File: src/rtl/gl_pkg.sv
package gl_pkg;

    localparam int WORD_W = 32;
    localparam int ADDR_W = 64;

    typedef enum logic [1:0] {
        ST_IDLE,
        ST_SCAN,
        ST_REQ,
        ST_WAIT
    } gl_state_e;

    typedef enum logic {
        ESZ_32 = 1'b0,
        ESZ_64 = 1'b1
    } gl_esize_e;

    typedef struct packed {
        gl_esize_e esz;
        logic      dit;
    } gl_cfg_t;

    function automatic int lanes_for(input int vlen, input gl_esize_e esz);
        return (esz == ESZ_64) ? vlen / 64 : vlen / 32;
    endfunction

endpackage

File: src/rtl/gl_lane_enables.sv
module gl_lane_enables
    import gl_pkg::*;
#(
    parameter int VLEN = 256,
    localparam int NL  = VLEN / WORD_W,
    localparam int PW  = VLEN / 8
) (
    input  logic [PW-1:0] pred,
    input  gl_esize_e     esz,
    output logic [NL-1:0] lane_en
);

    logic [NL-1:0] en32;
    logic [NL-1:0] en64;

    for (genvar e = 0; e < NL; e++) begin : g_w32
        assign en32[e] = pred[e*4];
    end

    for (genvar e = 0; e < NL; e++) begin : g_w64
        if (e < NL / 2) begin : g_live
            assign en64[e] = pred[e*8];
        end else begin : g_dead
            assign en64[e] = 1'b0;
        end
    end

    assign lane_en = (esz == ESZ_64) ? en64 : en32;

endmodule

File: src/rtl/gl_pick_lane.sv
module gl_pick_lane #(
    parameter int NL     = 8,
    localparam int IDX_W = $clog2(NL)
) (
    input  logic [NL-1:0]    pending,
    output logic [IDX_W-1:0] idx,
    output logic             found
);

    always_comb begin
        idx   = '0;
        found = 1'b0;
        for (int i = NL - 1; i >= 0; i--) begin
            if (pending[i]) begin
                idx   = IDX_W'(i);
                found = 1'b1;
            end
        end
    end

endmodule

File: src/rtl/gl_lane_addr.sv
module gl_lane_addr
    import gl_pkg::*;
#(
    parameter int VLEN   = 256,
    localparam int NL    = VLEN / WORD_W,
    localparam int IDX_W = $clog2(NL)
) (
    input  logic [VLEN-1:0]   base,
    input  logic [ADDR_W-1:0] off,
    input  gl_esize_e         esz,
    input  logic [IDX_W-1:0]  idx,
    output logic [ADDR_W-1:0] addr
);

    logic [WORD_W-1:0] elem32;
    logic [63:0]       elem64;
    logic [ADDR_W-1:0] ext;

    always_comb begin
        elem32 = base[idx*WORD_W +: WORD_W];
        elem64 = base[idx[IDX_W-2:0]*64 +: 64];
        ext    = (esz == ESZ_64) ? elem64 : {{(ADDR_W-WORD_W){1'b0}}, elem32};
        addr   = ext + off;
    end

endmodule

File: src/rtl/gather_load_seq.sv
module gather_load_seq
    import gl_pkg::*;
#(
    parameter int VLEN = 256,
    localparam int NL    = VLEN / WORD_W,
    localparam int IDX_W = $clog2(NL),
    localparam int CNT_W = IDX_W + 1,
    localparam int PW    = VLEN / 8
) (
    input  logic              clk,
    input  logic              rst,
    input  logic              start,
    input  logic              size_sel,
    input  logic              dit,
    input  logic [VLEN-1:0]   base_vec,
    input  logic [63:0]       offset,
    input  logic [PW-1:0]     pred,
    output logic              req_valid,
    input  logic              req_ready,
    output logic [63:0]       req_addr,
    output logic              req_nt,
    input  logic              resp_valid,
    input  logic [31:0]       resp_data,
    output logic              done,
    output logic [VLEN-1:0]   result
);

    gl_state_e         state;
    gl_cfg_t           cfg;
    logic [VLEN-1:0]   base_q;
    logic [63:0]       off_q;
    logic [NL-1:0]     pending;
    logic [IDX_W-1:0]  cur;
    logic [CNT_W-1:0]  scan_idx;
    logic [VLEN-1:0]   acc;
    logic [VLEN-1:0]   result_q;
    logic              done_q;

    logic [NL-1:0]     lane_en;
    logic [IDX_W-1:0]  pick_idx;
    logic              pick_found;
    logic [CNT_W-1:0]  lane_limit;
    logic [IDX_W-1:0]  slot;
    logic [IDX_W-1:0]  scan_lane;

    gl_lane_enables #(.VLEN(VLEN)) u_en (
        .pred    (pred),
        .esz     (gl_esize_e'(size_sel)),
        .lane_en (lane_en)
    );

    gl_pick_lane #(.NL(NL)) u_pick (
        .pending (pending),
        .idx     (pick_idx),
        .found   (pick_found)
    );

    gl_lane_addr #(.VLEN(VLEN)) u_addr (
        .base (base_q),
        .off  (off_q),
        .esz  (cfg.esz),
        .idx  (cur),
        .addr (req_addr)
    );

    always_comb begin
        lane_limit = CNT_W'(lanes_for(VLEN, cfg.esz));
        scan_lane  = scan_idx[IDX_W-1:0];
        slot       = (cfg.esz == ESZ_64) ? {cur[IDX_W-2:0], 1'b0} : cur;
    end

    always_ff @(posedge clk) begin
        if (rst) begin
            state    <= ST_IDLE;
            cfg      <= '{esz: ESZ_32, dit: 1'b0};
            base_q   <= '0;
            off_q    <= '0;
            pending  <= '0;
            cur      <= '0;
            scan_idx <= '0;
            acc      <= '0;
            result_q <= '0;
            done_q   <= 1'b0;
        end else begin
            done_q <= 1'b0;
            case (state)
                ST_IDLE: begin
                    if (start) begin
                        cfg      <= '{esz: gl_esize_e'(size_sel), dit: dit};
                        base_q   <= base_vec;
                        off_q    <= offset;
                        pending  <= lane_en;
                        acc      <= '0;
                        scan_idx <= '0;
                        state    <= ST_SCAN;
                    end
                end
                ST_SCAN: begin
                    if (cfg.dit) begin
                        if (scan_idx == lane_limit) begin
                            result_q <= acc;
                            done_q   <= 1'b1;
                            state    <= ST_IDLE;
                        end else if (pending[scan_lane]) begin
                            cur   <= scan_lane;
                            state <= ST_REQ;
                        end else begin
                            scan_idx <= scan_idx + 1'b1;
                        end
                    end else begin
                        if (pick_found) begin
                            cur   <= pick_idx;
                            state <= ST_REQ;
                        end else begin
                            result_q <= acc;
                            done_q   <= 1'b1;
                            state    <= ST_IDLE;
                        end
                    end
                end
                ST_REQ: begin
                    if (req_ready) begin
                        state <= ST_WAIT;
                    end
                end
                ST_WAIT: begin
                    if (resp_valid) begin
                        acc[slot*WORD_W +: WORD_W] <= resp_data;
                        pending[cur]               <= 1'b0;
                        scan_idx                   <= CNT_W'(cur) + 1'b1;
                        state                      <= ST_SCAN;
                    end
                end
                default: state <= ST_IDLE;
            endcase
        end
    end

    assign req_valid = (state == ST_REQ);
    assign req_nt    = 1'b1;
    assign done      = done_q;
    assign result    = result_q;

endmodule

File: config.mk
export PLATFORM = sky130hd
export DESIGN_NAME = gather_load_seq
export DESIGN_NICKNAME = d
export VERILOG_FILES = /design/src/rtl/gl_pkg.sv /design/src/rtl/gl_lane_enables.sv /design/src/rtl/gl_pick_lane.sv /design/src/rtl/gl_lane_addr.sv /design/src/rtl/gather_load_seq.sv
export SDC_FILE = /design/constraint.sdc
export NUM_CORES = 2
export LEC_CHECK = 0
export BUFFER_PORTS_ARGS = -buffer_cell sky130_fd_sc_hd__buf_4
export CAP_MARGIN = 20
export CORE_MARGIN = 5
export CORE_UTILIZATION = 50
export DETAILED_ROUTE_END_ITERATION = 10
export PLACE_DENSITY_LB_ADDON = 0.08
export SLEW_MARGIN = 15
export SYNTH_ARGS = -nofsm -noshare
export SYNTH_HDL_FRONTEND = slang
export SYNTH_SLANG_ARGS = --single-unit
File: constraint.sdc
create_clock -name clk -period 4.2 [get_ports clk]
set_input_delay 0.42 -clock clk [delete_from_list [all_inputs] [get_ports clk]]
set_output_delay 0.42 -clock clk [all_outputs]
set_load 0.05 [all_outputs]
==> impl_summary.log <==
INFO  metric run_status = finished with violations
INFO  metric failing_checks = negative setup slack
INFO  metric switching_power = 7860 uW
INFO  metric postSynth.topFlopCell = dfxtp_1
INFO  metric via_count = 38300
INFO  metric final_setup_fails = 56
INFO  metric switching_share = 0.329
INFO  metric synth-seq-cells = roughly 850
INFO  metric place_area = 0.0466 sq mm
INFO  metric detailed_placer_s_ending_hpwl = 107 mm
INFO  metric compound_gate_portion_of_the_synthesized_area = 0.195
INFO  metric yosys-top-cells-area = dfxtp_1, nand2_1, a21oi_1, mux4_2, a22oi_1
INFO  metric i_o_pins = 714
INFO  metric min_delay_path_class = input pin to flop
INFO  metric netlist_top_cells_count = nand2_1, dfxtp_1, a21oi_1, clkbuf_1, nor2_1
INFO  metric place.gp.congestion = around 0.97
INFO  metric timing.max_slew.rel_slack = 0.329
INFO  metric arrival = 4.78 ns
INFO  metric number_of_antenna_violations_at_the_first_check_in_global_routing = 14
INFO  metric cap_violations = 0
INFO  metric vias_per_cell = 5.73
INFO  metric final_design_area_no_fill = 0.0531 sq mm
INFO  metric portBuffers = 688
INFO  metric drt_iter0_markers = 3392
INFO  metric synth_edf_count = 0
INFO  metric synthDominantCellAreaShare = 0.452
INFO  metric yosys.cell_count.top_type = nand2_1
INFO  metric critPathMaxFanout = 10
INFO  metric timing.final.hold_violations = 0
INFO  metric final_antenna_net_count = 0
INFO  metric fin_crit_sh = 1.24
INFO  metric path_class = flop to output pin
INFO  metric critical_path_required = 3.78 ns
INFO  metric dp_worst_setup_slack = -0.562 ns
INFO  metric maximum_level_of_the_cts_h_tree = 3
INFO  metric async_flop_share = 0
INFO  metric synth-simple-area-share = 0.200
INFO  metric synthesis.yosys.warnings = 0
INFO  metric cts_root_buf = clkbuf_16
INFO  metric drt_pass1_iterations = 6
INFO  metric synth_xor_xnor_area_share = 0.0146
INFO  metric power-per-cell-area = 450 mW/mm^2
INFO  metric route.final.wire_length = about 150 mm
INFO  metric netlist-cell-type-count = 77
INFO  metric synth-adder-area-share = 0.0241
INFO  metric syn_nets = 5166
INFO  metric setup_ws = -0.997 ns
INFO  metric synth_area_per_cell = 8.02 sq um
INFO  metric first_global_vias = 36400
INFO  metric syn-cell-area = 0.0377 sq mm
INFO  metric pwr-share-seq = 0.362
INFO  metric multi_input_comb_area = just over 0.02 sq mm
INFO  metric drive_gt1_frac = 0.289
INFO  metric numCtsBuffers = 87
INFO  metric timing_max_transition_violations_final = 0
INFO  metric leakage_component_of_the_power = 0.0211 uW
INFO  metric max-clock-path-buffers = 3
INFO  metric detail_route.drc_violations = 0
INFO  metric finalCriticalPeriod = 5.20 ns
INFO  metric area_growth_syn_to_layout = 40.7%
INFO  metric highest_clock_rate = 192 MHz
INFO  metric yosys.area.top_type = dfxtp_1
INFO  metric pwr-share-comb = 0.296
INFO  metric seq_total_area_yosys = 0.452
INFO  metric dieArea = 0.0810 sq mm
INFO  metric grt-ovfl-total = 0
INFO  metric power.internal = about 16000 uW
INFO  metric timing_worst_slew_pin_value = between 1 and 1.5 ns
INFO  metric path_clk_slew = 0.06 ns
INFO  metric clock_power_share = 0.342
INFO  metric rsz0062_at_grt = true
INFO  metric cts_tree = yes
INFO  metric startpoint_type = flop
INFO  metric dieWidth = 285 um
INFO  metric clock_insertion_delay_worst_skew = roughly 0.68 ns
INFO  metric final.setup_skew = 0.0341 ns
INFO  metric layout.filler_cells = between 5000 and 6000
INFO  metric vdd_drop_max = ~0.44 mV
INFO  metric final_nets = 6107
INFO  metric grt_pass1_wl = 221 mm
INFO  metric grt_util_all_layers = 0.348
INFO  metric chip_height = about 280 um
INFO  metric routedWlPerCell = 22.5 um
INFO  metric grt_max_degree = 135
INFO  metric start_util = 0.506
INFO  metric floorplan.rows = 100
INFO  metric clock_sink_total = 852
INFO  metric combinational_family_with_the_most_area_after_synthesis = simple AND/OR/NAND/NOR gates
INFO  metric core_region_area = around 0.075 sq mm
INFO  metric finalHoldWorstSlack = 0.0158 ns
INFO  metric synth.mux.area_fraction = 0.0663
INFO  metric ff_latch_area = 0.0171 sq mm
INFO  metric crit_path_end_kind = output pin
INFO  metric netlist_instances = 4703
cells in the final DEF (no fill, tap or decap), types with 16 or more instances in the layout:
cell type,n
a21o_1,26
a21oi_1,745
a21oi_2,30
a221oi_2,24
a22o_1,22
a22oi_1,164
and2_1,37
buf_12,43
buf_4,1010
buf_6,99
clkbuf_1,17
clkbuf_16,89
clkbuf_8,23
dfxtp_1,848
dlygate4sd3_1,89
ha_1,60
inv_1,51
mux2i_1,63
mux4_2,80
nand2_1,1341
nand3_1,122
nand4_1,19
nor2_1,248
nor3_1,18
o21ai_0,34
xnor2_2,16
sequential cells by signal, indices dropped and copies added, names as in the netlist:
register	count
cur	3
acc	256
pending	8
base_q	256
result	256
state	2
done	1
scan_idx	4
off_q	64
cfg	2
metrics by stage:
step                      utilization  instances  setup TNS [ns]  power, uW
after floorplan                     -       4703          -0.591      12200
after global routing            0.711       6683          -46.55      24700
after detailed placement        0.625       6365          -13.23      14700
after CTS                       0.700       6644          -35.48      23600
final                           0.711       6685          -38.84      23900
after global placement          0.625       6365          -11.55      14700
path summary, 6_finish.rpt:
| path | startpoint | endpoint | slack (ns) | cells after the start |
|---|---|---|---|---|
| max | cur[0] | req_addr[53] | -1.0 | 21 |
| min reg2reg | acc[135] | result[135] | 0.45 | 2 |
| max reg2reg | cur[0] | acc[143] | 0.48 | 14 |
| min | offset[44] | off_q[44] | 0.02 | 3 |
cell type report:
type,instances,area share
diodes,6,0.000283
clock buffers,128,0.0487
clock inverters,27,0.00866
inverters,52,0.00368
multi-input cells,3393,0.392
flip-flops and latches,852,0.322
well taps,969,0.0229
repair buffers,1258,0.202
metal layers:
metal  up-vias  GRT usage  share of wire
met5         -          0        0.00047
met2      1626      0.577           0.47
li1      17900          -              -
met1     18400      0.430           0.38
met3       364     0.0772          0.085
met4        14      0.171          0.061
cell families (layout without fill, tap and decap cells):
group                      count (synthesis)  in the layout
adders and majority gates                 72             72
AOI/OAI and AO/OA                       1229           1229
buffers and inverters                    458           1465
xor gates and xnor gates                  63             63
and+or+nand+nor                         1879           1879
muxes                                    149            149
other                                      1              7
DFF                                      852            852
critical path: stages (launching register included):
cell and delay, ns:
dfxtp_4 0.41, buf_12 0.16, buf_4 0.12, buf_8 0.13, mux2i_1 0.19, nor2_1 0.06
a211o_1 0.28, a221oi_2 0.27, a21oi_2 0.11, ha_4 0.30, buf_6 0.11, nand2_1 0.10
or3_4 0.39, o31ai_4 0.32, a32oi_2 0.17, buf_6 0.16, buf_4 0.14, a21oi_4 0.16
a21oi_2 0.08, buf_4 0.15, xnor2_4 0.14, buf_6 0.18
power by group through the flow:
stage | Combinational [uW] | Sequential, uW | Clock [uW]
finish | 7060 | 8650 | 8170
detailed placement | 5930 | 8820 | 0
global placement | 5900 | 8810 | 0
CTS | 6670 | 8640 | 8250
global route | 7410 | 8680 | 8610
floorplan | 3500 | 8680 | 0
timing repair:
item / in CTS / in global routing
resized for setup: 299 / 104
hold endpoints to repair: 89 / 0
hold buffers: 89 / 0
pin swaps: 53 / 79
endpoints found under the setup margin: 59 / 59
cloned: 1 / 1
buffers inserted: 35 / 38
Note: power is estimated with default switching activity, not from simulation.
